$ cat src/rtl/mclk_ratio_pkg.sv
// Shared types for the closest-ratio divider search engine.
// Assumes: nothing beyond IEEE 1800-2017 packages.
package mclk_ratio_pkg;

    // Sequencer states of the search engine
    typedef enum logic [2:0] {
        ST_IDLE,
        ST_PRE_SRC,
        ST_PRE_TGT,
        ST_LIMIT,
        ST_CAND
    } srch_state_t;

endpackage

$ cat src/rtl/mrs_restoring_div.sv
// Iterative restoring divider: one quotient bit per cycle, W cycles per divide.
// Assumes: go is a single-cycle pulse and is not raised while a divide runs.
// A zero divisor yields an all-ones quotient and is harmless.
module mrs_restoring_div #(
    parameter int W = 40
) (
    input  logic         clk,
    input  logic         rst_n,
    input  logic         go,
    input  logic [W-1:0] dividend,
    input  logic [W-1:0] divisor,
    output logic         fin,
    output logic [W-1:0] quo,
    output logic [W-1:0] rem
);
    localparam int CNT_W = $clog2(W);

    logic             run;
    logic [CNT_W-1:0] cnt;
    logic [W-1:0]     acc;
    logic [W-1:0]     sh;
    logic [W:0]       trial;
    logic             take;

    // Trial subtraction for the current bit
    always_comb begin
        trial = {acc, sh[W-1]};
        take  = (trial >= {1'b0, divisor});
    end

    // Shift/subtract iteration and completion pulse
    always_ff @(posedge clk) begin
        if (!rst_n) begin
            run <= 1'b0;
            fin <= 1'b0;
            cnt <= '0;
            acc <= '0;
            sh  <= '0;
        end else begin
            fin <= 1'b0;
            if (go) begin
                sh  <= dividend;
                acc <= '0;
                cnt <= CNT_W'(W - 1);
                run <= 1'b1;
            end else if (run) begin
                acc <= take ? W'(trial - {1'b0, divisor}) : trial[W-1:0];
                sh  <= {sh[W-2:0], take};
                if (cnt == '0) begin
                    run <= 1'b0;
                    fin <= 1'b1;
                end else begin
                    cnt <= cnt - CNT_W'(1);
                end
            end
        end
    end

    assign quo = sh;
    assign rem = acc;

endmodule

$ cat src/rtl/mrs_cand_eval.sv
// Candidate evaluator: rounds a quotient/remainder pair to the nearer
// quotient and compares the rounded remainder with the best one so far.
// Assumes: rem < tgt (true for any remainder of a division by tgt).
module mrs_cand_eval #(
    parameter int DVD_W  = 40,
    parameter int FREQ_W = 32
) (
    input  logic [DVD_W-1:0]  quo,
    input  logic [DVD_W-1:0]  rem,
    input  logic [FREQ_W-1:0] tgt,
    input  logic [FREQ_W-1:0] best,
    output logic              exact,
    output logic              better,
    output logic [DVD_W-1:0]  adj_q,
    output logic [FREQ_W-1:0] adj_r
);
    logic [DVD_W-1:0] half;

    // Round to nearest and rank against the current best
    always_comb begin
        half  = DVD_W'(tgt >> 1);
        exact = (rem == '0);
        if (rem > half) begin
            adj_q = quo + DVD_W'(1);
            adj_r = FREQ_W'(DVD_W'(tgt) - rem);
        end else begin
            adj_q = quo;
            adj_r = FREQ_W'(rem);
        end
        better = (adj_r < best);
    end

endmodule

$ cat src/rtl/mclk_ratio_search.sv
// Closest-ratio divider search engine (top).
// Prescales both frequencies, derives the numerator bound, then scans
// numerators 1..L-1 with one shared restoring divider, keeping the pair
// with the smallest rounded remainder. Results are reported minus one.
// Assumes: inputs are sampled only on an accepted start; src_hz >= 100.
module mclk_ratio_search
    import mclk_ratio_pkg::*;
#(
    parameter int FREQ_W    = 32,
    parameter int DVD_W     = 40,
    parameter int FR_W      = 8,
    parameter int DIV_W     = 16,
    parameter int PRESCALE  = 100,
    parameter int LIM_SHIFT = 12
) (
    input  logic              clk,
    input  logic              rst_n,
    input  logic              start,
    input  logic [FREQ_W-1:0] src_hz,
    input  logic [FREQ_W-1:0] tgt_hz,
    output logic              busy,
    output logic              done,
    output logic              err,
    output logic [FR_W-1:0]   fract_enc,
    output logic [DIV_W-1:0]  div_enc,
    output logic [FREQ_W-1:0] best_rem
);
    localparam int                CNT_W  = FR_W + 1;
    localparam logic [CNT_W-1:0]  FR_CAP = CNT_W'(1) << FR_W;
    localparam logic [DVD_W-1:0]  Q_CAP  = DVD_W'(FR_CAP - CNT_W'(1));

    srch_state_t       state;
    logic [FREQ_W-1:0] t_raw;
    logic [FREQ_W-1:0] s_pre;
    logic [FREQ_W-1:0] t_pre;
    logic [CNT_W-1:0]  lim;
    logic [CNT_W-1:0]  fr;
    logic [CNT_W-1:0]  fr_inc;
    logic [CNT_W-1:0]  bf;
    logic [DVD_W-1:0]  bq;
    logic [FREQ_W-1:0] br;

    logic              dv_go;
    logic [DVD_W-1:0]  dv_dvd;
    logic [DVD_W-1:0]  dv_dsr;
    logic              dv_fin;
    logic [DVD_W-1:0]  dv_q;
    logic [DVD_W-1:0]  dv_r;

    logic              ev_exact;
    logic              ev_better;
    logic [DVD_W-1:0]  ev_q;
    logic [FREQ_W-1:0] ev_r;

    logic [CNT_W-1:0]  sel_f;
    logic [DVD_W-1:0]  sel_q;
    logic [FREQ_W-1:0] sel_r;
    logic [DVD_W-1:0]  prod_next;

    // Shared iterative divider
    mrs_restoring_div #(.W(DVD_W)) div_i (
        .clk      (clk),
        .rst_n    (rst_n),
        .go       (dv_go),
        .dividend (dv_dvd),
        .divisor  (dv_dsr),
        .fin      (dv_fin),
        .quo      (dv_q),
        .rem      (dv_r)
    );

    // Rounding and ranking of the finished candidate
    mrs_cand_eval #(.DVD_W(DVD_W), .FREQ_W(FREQ_W)) eval_i (
        .quo    (dv_q),
        .rem    (dv_r),
        .tgt    (t_pre),
        .best   (br),
        .exact  (ev_exact),
        .better (ev_better),
        .adj_q  (ev_q),
        .adj_r  (ev_r)
    );

    // Next best pair and next product
    always_comb begin
        fr_inc    = fr + CNT_W'(1);
        prod_next = DVD_W'(s_pre) * DVD_W'(fr_inc);
        if (ev_better) begin
            sel_f = fr;
            sel_q = ev_q;
            sel_r = ev_r;
        end else begin
            sel_f = bf;
            sel_q = bq;
            sel_r = br;
        end
    end

    // Search sequencer, divider launch and result registers
    always_ff @(posedge clk) begin
        if (!rst_n) begin
            state     <= ST_IDLE;
            t_raw     <= '0;
            s_pre     <= '0;
            t_pre     <= '0;
            lim       <= '0;
            fr        <= '0;
            bf        <= '0;
            bq        <= '0;
            br        <= '1;
            dv_go     <= 1'b0;
            dv_dvd    <= '0;
            dv_dsr    <= '0;
            done      <= 1'b0;
            err       <= 1'b0;
            fract_enc <= '0;
            div_enc   <= '0;
            best_rem  <= '0;
        end else begin
            dv_go <= 1'b0;
            done  <= 1'b0;
            err   <= 1'b0;
            case (state)
                ST_IDLE: begin
                    if (start) begin
                        t_raw  <= tgt_hz;
                        dv_dvd <= DVD_W'(src_hz);
                        dv_dsr <= DVD_W'(PRESCALE);
                        dv_go  <= 1'b1;
                        state  <= ST_PRE_SRC;
                    end
                end
                ST_PRE_SRC: begin
                    if (dv_fin) begin
                        s_pre  <= FREQ_W'(dv_q);
                        dv_dvd <= DVD_W'(t_raw);
                        dv_dsr <= DVD_W'(PRESCALE);
                        dv_go  <= 1'b1;
                        state  <= ST_PRE_TGT;
                    end
                end
                ST_PRE_TGT: begin
                    if (dv_fin) begin
                        t_pre <= FREQ_W'(dv_q);
                        if (dv_q == '0) begin
                            err   <= 1'b1;
                            state <= ST_IDLE;
                        end else begin
                            dv_dvd <= DVD_W'(FREQ_W'(dv_q)) << LIM_SHIFT;
                            dv_dsr <= DVD_W'(s_pre);
                            dv_go  <= 1'b1;
                            state  <= ST_LIMIT;
                        end
                    end
                end
                ST_LIMIT: begin
                    if (dv_fin) begin
                        bf <= '0;
                        bq <= '0;
                        br <= '1;
                        fr <= CNT_W'(1);
                        if (dv_q >= Q_CAP) begin
                            lim <= FR_CAP;
                        end else begin
                            lim <= CNT_W'(dv_q) + CNT_W'(1);
                        end
                        if (dv_q == '0) begin
                            // bound of one: nothing to try
                            fract_enc <= '1;
                            div_enc   <= '1;
                            best_rem  <= '1;
                            done      <= 1'b1;
                            state     <= ST_IDLE;
                        end else begin
                            dv_dvd <= DVD_W'(s_pre);
                            dv_dsr <= DVD_W'(t_pre);
                            dv_go  <= 1'b1;
                            state  <= ST_CAND;
                        end
                    end
                end
                ST_CAND: begin
                    if (dv_fin) begin
                        if (ev_exact) begin
                            fract_enc <= FR_W'(fr - CNT_W'(1));
                            div_enc   <= DIV_W'(dv_q - DVD_W'(1));
                            best_rem  <= '0;
                            done      <= 1'b1;
                            state     <= ST_IDLE;
                        end else if (fr_inc >= lim) begin
                            fract_enc <= FR_W'(sel_f - CNT_W'(1));
                            div_enc   <= DIV_W'(sel_q - DVD_W'(1));
                            best_rem  <= sel_r;
                            done      <= 1'b1;
                            state     <= ST_IDLE;
                        end else begin
                            bf     <= sel_f;
                            bq     <= sel_q;
                            br     <= sel_r;
                            fr     <= fr_inc;
                            dv_dvd <= prod_next;
                            dv_dsr <= DVD_W'(t_pre);
                            dv_go  <= 1'b1;
                        end
                    end
                end
                default: state <= ST_IDLE;
            endcase
        end
    end

    assign busy = (state != ST_IDLE);

endmodule

$ cat config.mk
export PLATFORM = sky130hd
export DESIGN_NAME = mclk_ratio_search
export DESIGN_NICKNAME = d
export VERILOG_FILES = /design/src/rtl/mclk_ratio_pkg.sv /design/src/rtl/mrs_restoring_div.sv /design/src/rtl/mrs_cand_eval.sv /design/src/rtl/mclk_ratio_search.sv
export SDC_FILE = /design/constraint.sdc
export NUM_CORES = 2
export LEC_CHECK = 0
export BUFFER_PORTS_ARGS = -buffer_cell sky130_fd_sc_hd__buf_2
export CELL_PAD_IN_SITES_DETAIL_PLACEMENT = 1
export CELL_PAD_IN_SITES_GLOBAL_PLACEMENT = 2
export CORE_MARGIN = 2
export CORE_UTILIZATION = 40
export CTS_CLUSTER_DIAMETER = 100
export DETAILED_ROUTE_END_ITERATION = 10
export PLACE_DENSITY = 0.82
export SKIP_LAST_GASP = 1
export SLEW_MARGIN = 15
export SYNTH_ARGS = -nofsm -noshare
export SYNTH_HDL_FRONTEND = slang
export SYNTH_SLANG_ARGS = --single-unit
$ cat constraint.sdc
create_clock -name clk -period 16 [get_ports clk]
set_input_delay 1.6 -clock clk [delete_from_list [all_inputs] [get_ports clk]]
set_output_delay 1.6 -clock clk [all_outputs]
set_load 0.01 [all_outputs]
==> results.cfg <==
[yosys]
synth.top_cell.area_share_pct = 24.69
number_of_distinct_library_cells_after_synthesis = 97
number_of_enable_flip_flop_cells_after_synthesis = 0
synth_fp_nets = 4426
ys_dominant_reg_cell = sky130_fd_sc_hd__dfxtp_1
yosysTopAreaCell = sky130_fd_sc_hd__dfxtp_1
yosys-top-cells-area = sky130_fd_sc_hd__dfxtp_1 25%, sky130_fd_sc_hd__fa_1 13%, sky130_fd_sc_hd__ha_1 7.9%
seq_area_frac_synth_pct = 24.69
mappedNetlistArea_um2 = 31790
synthCells = 3947
ys_seq_elements = 392
yosysWarningCount = 0
avgSynthCellArea_um2 = 8.053
async_reset_ff_share_pct = 0

[route]
avg_wl_per_cell_um = 23.27
route.detailed.vias_per_inst = 5.776
post-route-drc-count = 0
detail_route.iter0.violations = 1846
route.final.wire_length_mm = 116.5
first_pass_iters = 6
num_vias = 28902
route.antenna.remaining_nets = 0

[grt]
gr-total-overflow = 0
grt.met2_usage_pct = 46.76
grt_start_max_net_pins = 93
met3_usage_pct = 3.206
globalRoute.busiestLayer = met2
global_route.usage.met1_pct = 38.62
grtUsageTotal_pct = 28.26
vias_in_the_first_global_route = 29621
global_route_wire_length_before_repair_mm = 181.0
grt_antenna_before_repair = 3

[sta]
layout_worst_path_cycle_share_pct = 52.20
rsz0062_at_grt = false
report.final.setup_viol = 0
max_slew_margin_pct = 25.74
setup-tns-final_ns = 0
fmax_mhz = 119.7
clock_skew_ns = 0.02775
finalWorstPathRequiredPeriod_ns = 8.352
tightest_slew_ns = 1.110
hold_viol = 0
slew_limit_fails = 0

[worst_setup_path]
critPathMostFrequentCell = sky130_fd_sc_hd__fa_1
timing.critical_path.to_type = flop
critical-path-top-delay-family = adder cells
critPathMaxStageDelay_ns = 0.59
worst_setup_path_start_kind = flop
critPathArrivalTime_ns = 8.81
critical_path.slowest_cell = sky130_fd_sc_hd__fa_1
crit_type = reg -> reg
path_max_fanout = 42
cp.required_ns = 16.46
cp.buffers_inverters = 3

[clocking]
clk_pin_slew_worst_paths_ns = 0.06
cts_root_buffer = sky130_fd_sc_hd__clkbuf_16
tritoncts = done
cts_repair_resize_count = 0
clk_path_buf_depth = 3
post_cts_hold_buffer_count = 0
cts_made_buffers = 50
cts_post_setup_buffers_inserted = 0
cts_max_level = 2
insertion_delay_ns = 0.62
clkSinkCount = 392

[die]
die-width_um = 285.9
initial_utilization_pct = 40.30
fp.dieH_um = 285.9
design.core.area_um2 = 78870
floorplan.io_pins = 126
rows = 103
die-area_um2 = 81740

[finish]
final_core_utilization_pct = 44.44
layout_commonest_cell = sky130_fd_sc_hd__nand2_1
layout_common_cells = 496 x sky130_fd_sc_hd__nand2_1, 389 x sky130_fd_sc_hd__dfxtp_1, 343 x sky130_fd_sc_hd__inv_1
n_antenna_cell = 0
nets = 4393
drive_gt1_share_pct = 9.282
fin_area_um2 = 35050
syn_to_final_growth_pct = 10.27

[outcome]
outcome = completed

[place]
placement.io_buffers = 125
gpl.final_weighted_congestion = 0.9409
dpl_cell_area_um2 = 33330
post-dp-hpwl_mm = 85.94

[power_and_ir_drop]
power_frac_seq_pct = 28.0
leakagePower_nw = 15.65
powerDensity_nw_per_um2 = 114.4
switching_share_pct = 41.55
irDropWorstVdd_uv = 85.03
intPower_mw = 2.345
switchingPower_mw = 1.667
pwr-share-comb_pct = 42.2
share_clk_of_total_power_pct = 29.7

[min_path]
hp-class = reg -> reg

[flow_run]
max_cap_viols = 0
synthesized netlist by cell type, types with 83 or more instances:
master and n:
sky130_fd_sc_hd__a21oi_1 332, sky130_fd_sc_hd__clkbuf_1 238, sky130_fd_sc_hd__o21ai_0 140, sky130_fd_sc_hd__nand2_1 496, sky130_fd_sc_hd__xnor2_1 86, sky130_fd_sc_hd__ha_1 200, sky130_fd_sc_hd__dfxtp_1 392, sky130_fd_sc_hd__nor2_1 342
sky130_fd_sc_hd__a211oi_1 83, sky130_fd_sc_hd__inv_1 343, sky130_fd_sc_hd__and2_1 115, sky130_fd_sc_hd__fa_1 212
final timing paths:
check,slack [ns],startpoint,to,cells past startpoint
max,7.65,fr[0]$_SDFFE_PN0P_,dv_dvd[39]$_SDFFE_PN0P_,26
min,0.45,best_rem[22]$_SDFFE_PN0P_,best_rem[22]$_SDFFE_PN0P_,2
max reg2reg,7.65,fr[0]$_SDFFE_PN0P_,dv_dvd[39]$_SDFFE_PN0P_,26
min reg2reg,0.45,best_rem[22]$_SDFFE_PN0P_,best_rem[22]$_SDFFE_PN0P_,2
cell type report:
cell class	instances	area [µm²]
clock inverters	26	315.3
flip-flops and latches	392	7854
repair buffers	186	1084
fillers	9562	43820
clock buffers	66	1403
inverters	344	1299
well taps	1050	1314
multi-input cells	2940	21780
logic make-up after synthesis:
kind of cell | share of synthesized area, %
adder cells (fa/ha/maj) | 21.22
flip-flops | 24.69
AO/OA/AOI/OAI | 21.21
XOR/XNOR | 3.747
AND/OR/NAND/NOR | 18.30
buffers and inverters | 7.349
multiplexers | 3.487
metrics by stage:
stage / worst slack (ns) / hold WS [ns] / std cells / total power [mW]
after floorplan: 9.064 / 0.4319 / 3947 / 2.317
after global placement: 7.750 / 0.4446 / 4912 / 2.811
after detailed placement: 7.470 / 0.4470 / 4912 / 2.826
after CTS: 7.426 / 0.4545 / 5004 / 4.037
after global routing: 7.098 / 0.4752 / 5004 / 4.257
final: 7.648 / 0.4541 / 5004 / 4.012
state kept, by name, indices dropped and copies added, names as in the netlist, 9 cells and up:
signal	flops
div_enc	16
best_rem	32
bq	16
fr	9
dv_dsr	32
br	32
div_i.quo	40
s_pre	32
t_pre	32
t_raw	32
lim	9
div_i.rem	40
dv_dvd	40
power by group through the flow:
stage	Combinational, mW	Clock, mW	Sequential (mW)
floorplan	1.22	0	1.10
global placement	1.67	0	1.14
detailed placement	1.68	0	1.15
CTS	1.69	1.22	1.12
global route	1.87	1.25	1.13
finish	1.69	1.19	1.13
metal layers:
metal,routed length [µm],vias to the layer above
met5,0,-
met2,54450,691
met4,3648,0
met3,5472,158
met1,52900,14548
li1,-,13505
worst register-to-register path, delay by kind of cell, from the launching register on:
family | cells | cell delay [ns]
adders and majority gates | 6 | 2.88
DFF | 1 | 0.31
xor gates and xnor gates | 1 | 0.15
AOI/OAI and AO/OA | 9 | 2.27
muxes | 1 | 0.27
buffers and inverters | 3 | 0.88
and+or+nand+nor | 6 | 1.42
(Power assumes the default switching activity.)
